===== config.mk =====
export PLATFORM = sky130hd
export DESIGN_NAME = ep_ctl_csr
export DESIGN_NICKNAME = d
export VERILOG_FILES = /design/src/rtl/ep_csr_pkg.sv /design/src/rtl/ep_csr_decode.sv /design/src/rtl/ep_csr_sticky.sv /design/src/rtl/ep_csr_pulse.sv /design/src/rtl/ep_csr_force.sv /design/src/rtl/ep_ctl_csr.sv
export SDC_FILE = /design/constraint.sdc
export NUM_CORES = 1
export LEC_CHECK = 0
export ABC_AREA = 1
export BUFFER_PORTS_ARGS = -buffer_cell sky130_fd_sc_hd__buf_2
export CAP_MARGIN = 20
export CORE_ASPECT_RATIO = 0.75
export CORE_UTILIZATION = 31
export CTS_BUF_LIST = sky130_fd_sc_hd__clkbuf_4 sky130_fd_sc_hd__clkbuf_8
export DETAILED_ROUTE_END_ITERATION = 10
export HOLD_SLACK_MARGIN = 0.1
export PLACE_DENSITY_LB_ADDON = 0.3
export SKIP_LAST_GASP = 1
export SYNTH_ARGS = -nofsm -noshare
export SYNTH_HDL_FRONTEND = slang
export SYNTH_HIERARCHICAL = 1
export SYNTH_SLANG_ARGS = --single-unit

===== constraint.sdc =====
create_clock -name clk_i -period 1.25 [get_ports clk_i]
set_clock_uncertainty 0.15 [all_clocks]
set_input_delay 0.25 -clock clk_i [delete_from_list [all_inputs] [get_ports clk_i]]
set_output_delay 0.25 -clock clk_i [all_outputs]
set_load 0.05 [all_outputs]

===== src/rtl/ep_csr_pkg.sv =====
package ep_csr_pkg;
  localparam int unsigned USED_W = 8;

  // bit positions decoded by firmware
  localparam int unsigned POS_OUT_RDY   = 0;
  localparam int unsigned POS_IN_RDY    = 1;
  localparam int unsigned POS_TX_FLUSH  = 2;
  localparam int unsigned POS_WAKE_EN   = 3;
  localparam int unsigned POS_STL_SENT  = 4;
  localparam int unsigned POS_FRC_STALL = 5;
  localparam int unsigned POS_RX_NE     = 6;
  localparam int unsigned POS_SETUP     = 7;

  localparam int unsigned NUM_STICKY = 3;
  localparam int unsigned NUM_CMD    = 2;

  typedef struct packed {
    logic setup;
    logic stall_sent;
    logic out_rdy;
  } sticky_t;

  function automatic logic [USED_W-1:0] pack_status(
    input sticky_t s, input logic force_stall, input logic wake_en, input logic rx_ne);
    logic [USED_W-1:0] w;
    w                = '0;
    w[POS_OUT_RDY]   = s.out_rdy;
    w[POS_WAKE_EN]   = wake_en;
    w[POS_STL_SENT]  = s.stall_sent;
    w[POS_FRC_STALL] = force_stall;
    w[POS_RX_NE]     = rx_ne;
    w[POS_SETUP]     = s.setup;
    return w;
  endfunction
endpackage


===== src/rtl/ep_csr_decode.sv =====
module ep_csr_decode #(
  parameter int unsigned ADDR_W   = 8,
  parameter int unsigned DATA_W   = 32,
  parameter int unsigned USED_W   = 8,
  parameter logic [ADDR_W-1:0] CSR_ADDR = 'h10
) (
  input  logic [ADDR_W-1:0] addr_i,
  input  logic              we_i,
  input  logic [DATA_W-1:0] wdata_i,
  output logic              rd_hit_o,
  output logic [USED_W-1:0] wr_one_o
);
  logic unused_hi;
  assign unused_hi = ^wdata_i[DATA_W-1:USED_W];
  assign rd_hit_o  = (addr_i == CSR_ADDR);
  assign wr_one_o  = (we_i && rd_hit_o) ? wdata_i[USED_W-1:0] : '0;
endmodule


===== src/rtl/ep_csr_sticky.sv =====
// hardware set beats software clear
module ep_csr_sticky (
  input  logic clk_i,
  input  logic rst_ni,
  input  logic set_i,
  input  logic clr_i,
  output logic q_o
);
  always_ff @(posedge clk_i or negedge rst_ni) begin
    if (!rst_ni)    q_o <= 1'b0;
    else if (set_i) q_o <= 1'b1;
    else if (clr_i) q_o <= 1'b0;
  end
endmodule


===== src/rtl/ep_csr_pulse.sv =====
module ep_csr_pulse (
  input  logic clk_i,
  input  logic rst_ni,
  input  logic fire_i,
  output logic pulse_o
);
  always_ff @(posedge clk_i or negedge rst_ni) begin
    if (!rst_ni) pulse_o <= 1'b0;
    else         pulse_o <= fire_i;
  end
endmodule


===== src/rtl/ep_csr_force.sv =====
// software set beats hardware clear
module ep_csr_force (
  input  logic clk_i,
  input  logic rst_ni,
  input  logic sw_set_i,
  input  logic hw_clr_i,
  output logic q_o
);
  always_ff @(posedge clk_i or negedge rst_ni) begin
    if (!rst_ni)       q_o <= 1'b0;
    else if (sw_set_i) q_o <= 1'b1;
    else if (hw_clr_i) q_o <= 1'b0;
  end
endmodule


===== src/rtl/ep_ctl_csr.sv =====
module ep_ctl_csr
  import ep_csr_pkg::*;
#(
  parameter int unsigned ADDR_W = 8,
  parameter int unsigned DATA_W = 32,
  parameter logic [ADDR_W-1:0] CSR_ADDR = 'h10
) (
  input  logic              clk_i,
  input  logic              rst_ni,
  input  logic [ADDR_W-1:0] addr_i,
  input  logic              we_i,
  input  logic [DATA_W-1:0] wdata_i,
  output logic [DATA_W-1:0] rdata_o,
  input  logic              out_pkt_set_i,
  input  logic              stall_sent_set_i,
  input  logic              setup_set_i,
  input  logic              remote_wake_en_i,
  input  logic              rx_not_empty_i,
  output logic              in_pkt_rdy_pulse_o,
  output logic              tx_flush_pulse_o,
  output logic              force_stall_o
);
  localparam int unsigned STICKY_POS [NUM_STICKY] = '{POS_OUT_RDY, POS_STL_SENT, POS_SETUP};
  localparam int unsigned CMD_POS    [NUM_CMD]    = '{POS_IN_RDY, POS_TX_FLUSH};

  logic              rd_hit;
  logic [USED_W-1:0] wr_one;
  logic [NUM_STICKY-1:0] hw_set;
  logic [NUM_STICKY-1:0] sticky_q;
  logic [NUM_CMD-1:0]    cmd_pulse;
  sticky_t           sticky_s;
  logic [USED_W-1:0] status_w;

  ep_csr_decode #(
    .ADDR_W(ADDR_W), .DATA_W(DATA_W), .USED_W(USED_W), .CSR_ADDR(CSR_ADDR)
  ) i_decode (
    .addr_i   (addr_i),
    .we_i     (we_i),
    .wdata_i  (wdata_i),
    .rd_hit_o (rd_hit),
    .wr_one_o (wr_one)
  );

  assign hw_set = {setup_set_i, stall_sent_set_i, out_pkt_set_i};

  for (genvar g = 0; g < NUM_STICKY; g++) begin : g_sticky
    ep_csr_sticky i_bit (
      .clk_i  (clk_i),
      .rst_ni (rst_ni),
      .set_i  (hw_set[g]),
      .clr_i  (wr_one[STICKY_POS[g]]),
      .q_o    (sticky_q[g])
    );
  end

  for (genvar g = 0; g < NUM_CMD; g++) begin : g_cmd
    ep_csr_pulse i_pulse (
      .clk_i   (clk_i),
      .rst_ni  (rst_ni),
      .fire_i  (wr_one[CMD_POS[g]]),
      .pulse_o (cmd_pulse[g])
    );
  end

  ep_csr_force i_force (
    .clk_i    (clk_i),
    .rst_ni   (rst_ni),
    .sw_set_i (wr_one[POS_FRC_STALL]),
    .hw_clr_i (stall_sent_set_i),
    .q_o      (force_stall_o)
  );

  assign in_pkt_rdy_pulse_o = cmd_pulse[0];
  assign tx_flush_pulse_o   = cmd_pulse[1];
  assign sticky_s = '{setup: sticky_q[2], stall_sent: sticky_q[1], out_rdy: sticky_q[0]};
  assign status_w = pack_status(sticky_s, force_stall_o, remote_wake_en_i, rx_not_empty_i);

  always_comb begin
    rdata_o = '0;
    if (rd_hit) rdata_o[USED_W-1:0] = status_w;
  end
endmodule


Yosys cells after proc, flatten, opt, wreduce, memory -nomap -nowiden
Index checks and enable logic that the tools add are counted.
{ "totals": {"regBits": 6, "latchBits": 0, "ramBits": 0, "mem_bits_ro": 0, "input_bits": 48, "out_inout_bits": 35, "word_cells": 22, "mem_count": 0} }
{ "classes": {"add_sub_neg": 0, "multipliers": 0, "n_div": 0, "order_cmp": 0, "n_eq_ne": 1, "n_shift": 0, "mux": 10, "bitwise": 0, "reduce_logical": 5} }
{ "op_table": {"columns": ["operator", "count"], "rows": [
  ["8-bit two-way mux", 2],
  ["8-bit by 5-bit equality test with 1-bit output (second input constant)", 1],
  ["1-bit two-way mux", 8],
  ["2-bit nonzero test", 4],
  ["1-bit logical AND", 1]
]} }

Depth between registers and ports, before layout
{ "logic_depth": {"depth_word": 5, "depth_mapped": 8, "mapped_depth_nobuf": 8} }

Modules after synthesis
The synthesis kept the hierarchy.
{ "by_module_without_submodules": {"columns": ["module", "instances", "cells_per_inst", "area_per_inst_um2", "seq_area_each_um2"], "rows": [
  ["ep_ctl_csr", 1, 39, 244.0, 0.0],
  ["ep_csr_decode", 1, 31, 137.6, 0.0],
  ["ep_csr_sticky", 3, 5, 40.0, 25.0],
  ["ep_csr_pulse", 2, 1, 25.0, 25.0],
  ["ep_csr_force", 1, 5, 40.0, 25.0]
]} }

Least setup slack after synthesis
OpenSTA, ideal clock, no wires.
{ "synth_timing": {"path_kind": "input -> output", "from": "in addr_i[2]", "to": "out rdata_o[5]", "t_arrival_ns": 1.086, "t_required_ns": 0.850, "slack_ns": -0.236, "cell_stages": 6, "path_buffers": 0, "path_cell_list": "inv_1 > nand2_1 > nor2_2 > and2_1 > nand2_1 > inv_1"} }
{ "synth_via": {"elab_chain_cells": 2} }
{ "synth_rtl": {"columns": ["element", "line", "rtl"], "rows": [
  ["from (decl)", "ep_ctl_csr.sv:10", "input logic [ADDR_W-1:0] addr_i,"],
  ["8-bit by 5-bit equality test with 1-bit output", "ep_csr_decode.sv:15", "assign rd_hit_o = (addr_i == CSR_ADDR);"],
  ["via rd_hit", "ep_ctl_csr.sv:26", "logic rd_hit;"],
  ["8-bit two-way mux", "ep_ctl_csr.sv:80", "if (rd_hit) rdata_o[USED_W-1:0] = status_w;"],
  ["to (decl)", "ep_ctl_csr.sv:13", "output logic [DATA_W-1:0] rdata_o,"]
]} }
The timed path passes the listed nets, and every way through them passes these cells.

Worst setup path after layout
{ "layout_timing": {"from": "in addr_i[1]", "to": "out rdata_o[5]"} }
Same word-level chain as after synthesis.

==> impl_metrics.py <==
metrics = {
    "setup_path": {
        "crit_end": "rdata_o[5]",
        "start_kind": "primary input",
        "endpoint_kind": "output port",
        "cp_slowest_cell": "and2_4",
        "crit_start": "addr_i[1]",
        "r2r_end": "i_force/q_o",
        "crit_fanout": 6,
        "cp_top_family": "simple AND/OR/NAND/NOR gates",
        "crit_arrival_ns": 1.07,
        "r2r_slack_ns": 0.44,
        "r2r_start": "i_force/q_o",
        "critPathBufInv": 4,
        "path_cells": "buf_8 -> inv_12 -> nand2_4 -> nor2_4 -> and2_4 -> nand2_4 -> clkinvlp_4 -> buf_8",
        "worst-path-stages": 8,
        "critPathKind": "in -> out",
        "ff2ff_path_depth": 2,
        "critical-path-max-stage-delay_ns": 0.25,
        "cp.required_ns": 0.85,
    },
    "flow_run": {
        "drv_cap": 0,
    },
    "power_and_ir_drop": {
        "p_sw_mw": 0.295,
        "p_int_mw": 0.411,
        "swShare_pct": 41.8,
        "p_leak_nw": 0.588,
        "clkPwrFrac_pct": 30.8,
        "power_density_nw_per_um2": 674,
        "total_power_mw": 0.705,
        "power_frac_comb_pct": 41.6,
        "peakVddDrop_v": 0.000466,
        "seqPwrFrac_pct": 27.7,
    },
    "final_layout": {
        "num_antenna_cells": 0,
        "drive_above_1_share_pct": 52.6,
        "layout_common_cells": "conb_1 (26), buf_2 (16), inv_1 (14)",
        "final_util_pct": 60.1,
        "fin_nets": 182,
        "area_delta_synth_final_pct": 81.3,
        "final_area_um2": 1050,
        "mostFrequentLayoutCell": "conb_1",
    },
    "sta": {
        "slew_viol_final": 0,
        "fmax_mhz": 681,
        "setup_ws_ns": -0.219,
        "fin_crit_sh_pct": 118,
        "hold_viol": 0,
        "period_needed_ns": 1.47,
        "timing.setup.tns_ns": -1.31,
        "rsz0062_at_grt": "yes",
        "finalSetupViolCount": 6,
    },
    "floorplan": {
        "core_area_um2": 1740,
        "start_util_pct": 33.1,
        "placementRows": 13,
        "dieArea_um2": 2040,
        "die_h_um": 39.4,
        "ioPinCount": 83,
        "die_width_um": 51.8,
    },
    "place": {
        "gp_congestion": 0.623,
        "place_ws_ns": -0.380,
        "placed_cell_area_um2": 800,
        "port_buffers": 30,
        "dp_hpwl_um": 809,
    },
    "drt": {
        "wl_per_cell_um": 7.75,
        "vias": 530,
        "via_per_inst": 3.42,
        "wirelength_mm": 1.20,
        "dr.pass1.iters": 8,
        "route.detailed.drc": 1,
        "ant_nets": 0,
        "drt_iter0_markers": 6,
    },
    "yosys": {
        "yosysWarnings": 6,
        "syn_avg_cell_area_um2": 6.55,
        "syn_area_um2": 577,
        "syn-instance-count": 88,
    },
    "clocking": {
        "cts_tree": "built",
        "cts_root_buffer": "clkbuf_4",
        "clock_sinks": 6,
        "htreeDepth": 1,
        "clkTransAtPathRegs_ns": 0.05,
        "clockBufferDepth": 2,
        "insertion_delay_ns": 0.25,
        "cts_buffers": 3,
    },
    "global_routing": {
        "grt_max_degree": 7,
        "grt_pass1_vias": 479,
        "grt_pass1_wl_mm": 1.87,
        "antenna_found_initial": 0,
        "grt-ovfl-total": 0,
        "grt_usage_pct": 13.1,
    },
    "run_status": {
        "run_status": "finished, violations left",
        "violations": "DRC, setup timing",
    },
    "worst_hold_path": {
        "hp-class": "in -> reg",
    },
}
worst reg2reg max path, cell delays in order (launching register included):
cell and delay, ns:
dfrtp_2 0.43, nand2_1 0.08, nand2_1 0.05
final cells by class:
class	count	area (µm²)
fillers	152	694
repair buffers	42	377
multi-input cells	54	307
inverters	27	154
flip-flops and latches	6	151
clock buffers	4	30.0
well taps	22	27.5
how the worst min path moves through the flow:
stage | start | cells past startpoint | endpoint | slack, ns
after detailed placement | rst_ni | 1 | g_sticky[1].i_bit/q_o | -0.07
after global routing | wdata_i[5] | 5 | i_force/q_o | 0.14
after global placement | rst_ni | 1 | g_sticky[1].i_bit/q_o | -0.07
after floorplan | rst_ni | 0 | g_cmd[0].i_pulse/pulse_o | -0.20
after CTS | wdata_i[5] | 5 | i_force/q_o | 0.13
final | wdata_i[5] | 5 | i_force/q_o | 0.13
per-stage QoR:
stage               cells  hold slack [ns]
detailed placement    141          -0.0709
global placement      141          -0.0739
floorplan             113           -0.196
global route          155            0.144
CTS                   158            0.133
finish                155            0.133
registers in the layout (all words and copies together) (netlist names):
signal and count:
i_force/q_o 1, g_sticky.i_bit/q_o 3, g_cmd.i_pulse/pulse_o 2
metal layers:
| metal | vias up | track usage [%] | wire length (µm) |
|---|---|---|---|
| met5 | - | 0 | 0 |
| met4 | 0 | 4.05 | 0 |
| met3 | 0 | 3.49 | 70 |
| met2 | 28 | 27.3 | 698 |
| met1 | 228 | 12.8 | 434 |
| li1 | 274 | - | - |
power groups by stage:
stage                     clock (mW)  sequential (mW)  combinational, mW
after floorplan                    0            0.199              0.268
after global placement             0            0.198              0.253
after detailed placement           0            0.198              0.254
after CTS                      0.223            0.195              0.288
after global routing           0.236            0.195              0.311
final                          0.217            0.195              0.293
timing repair:
action	4_1_cts	5_1_grt
endpoints found under the hold margin	11	0
gates resized for setup	28	10
setup endpoints to repair	7	13
pin swaps	6	13
buffers inserted	7	2
hold buffers	6	0
Power figures use the tool's default switching activity.
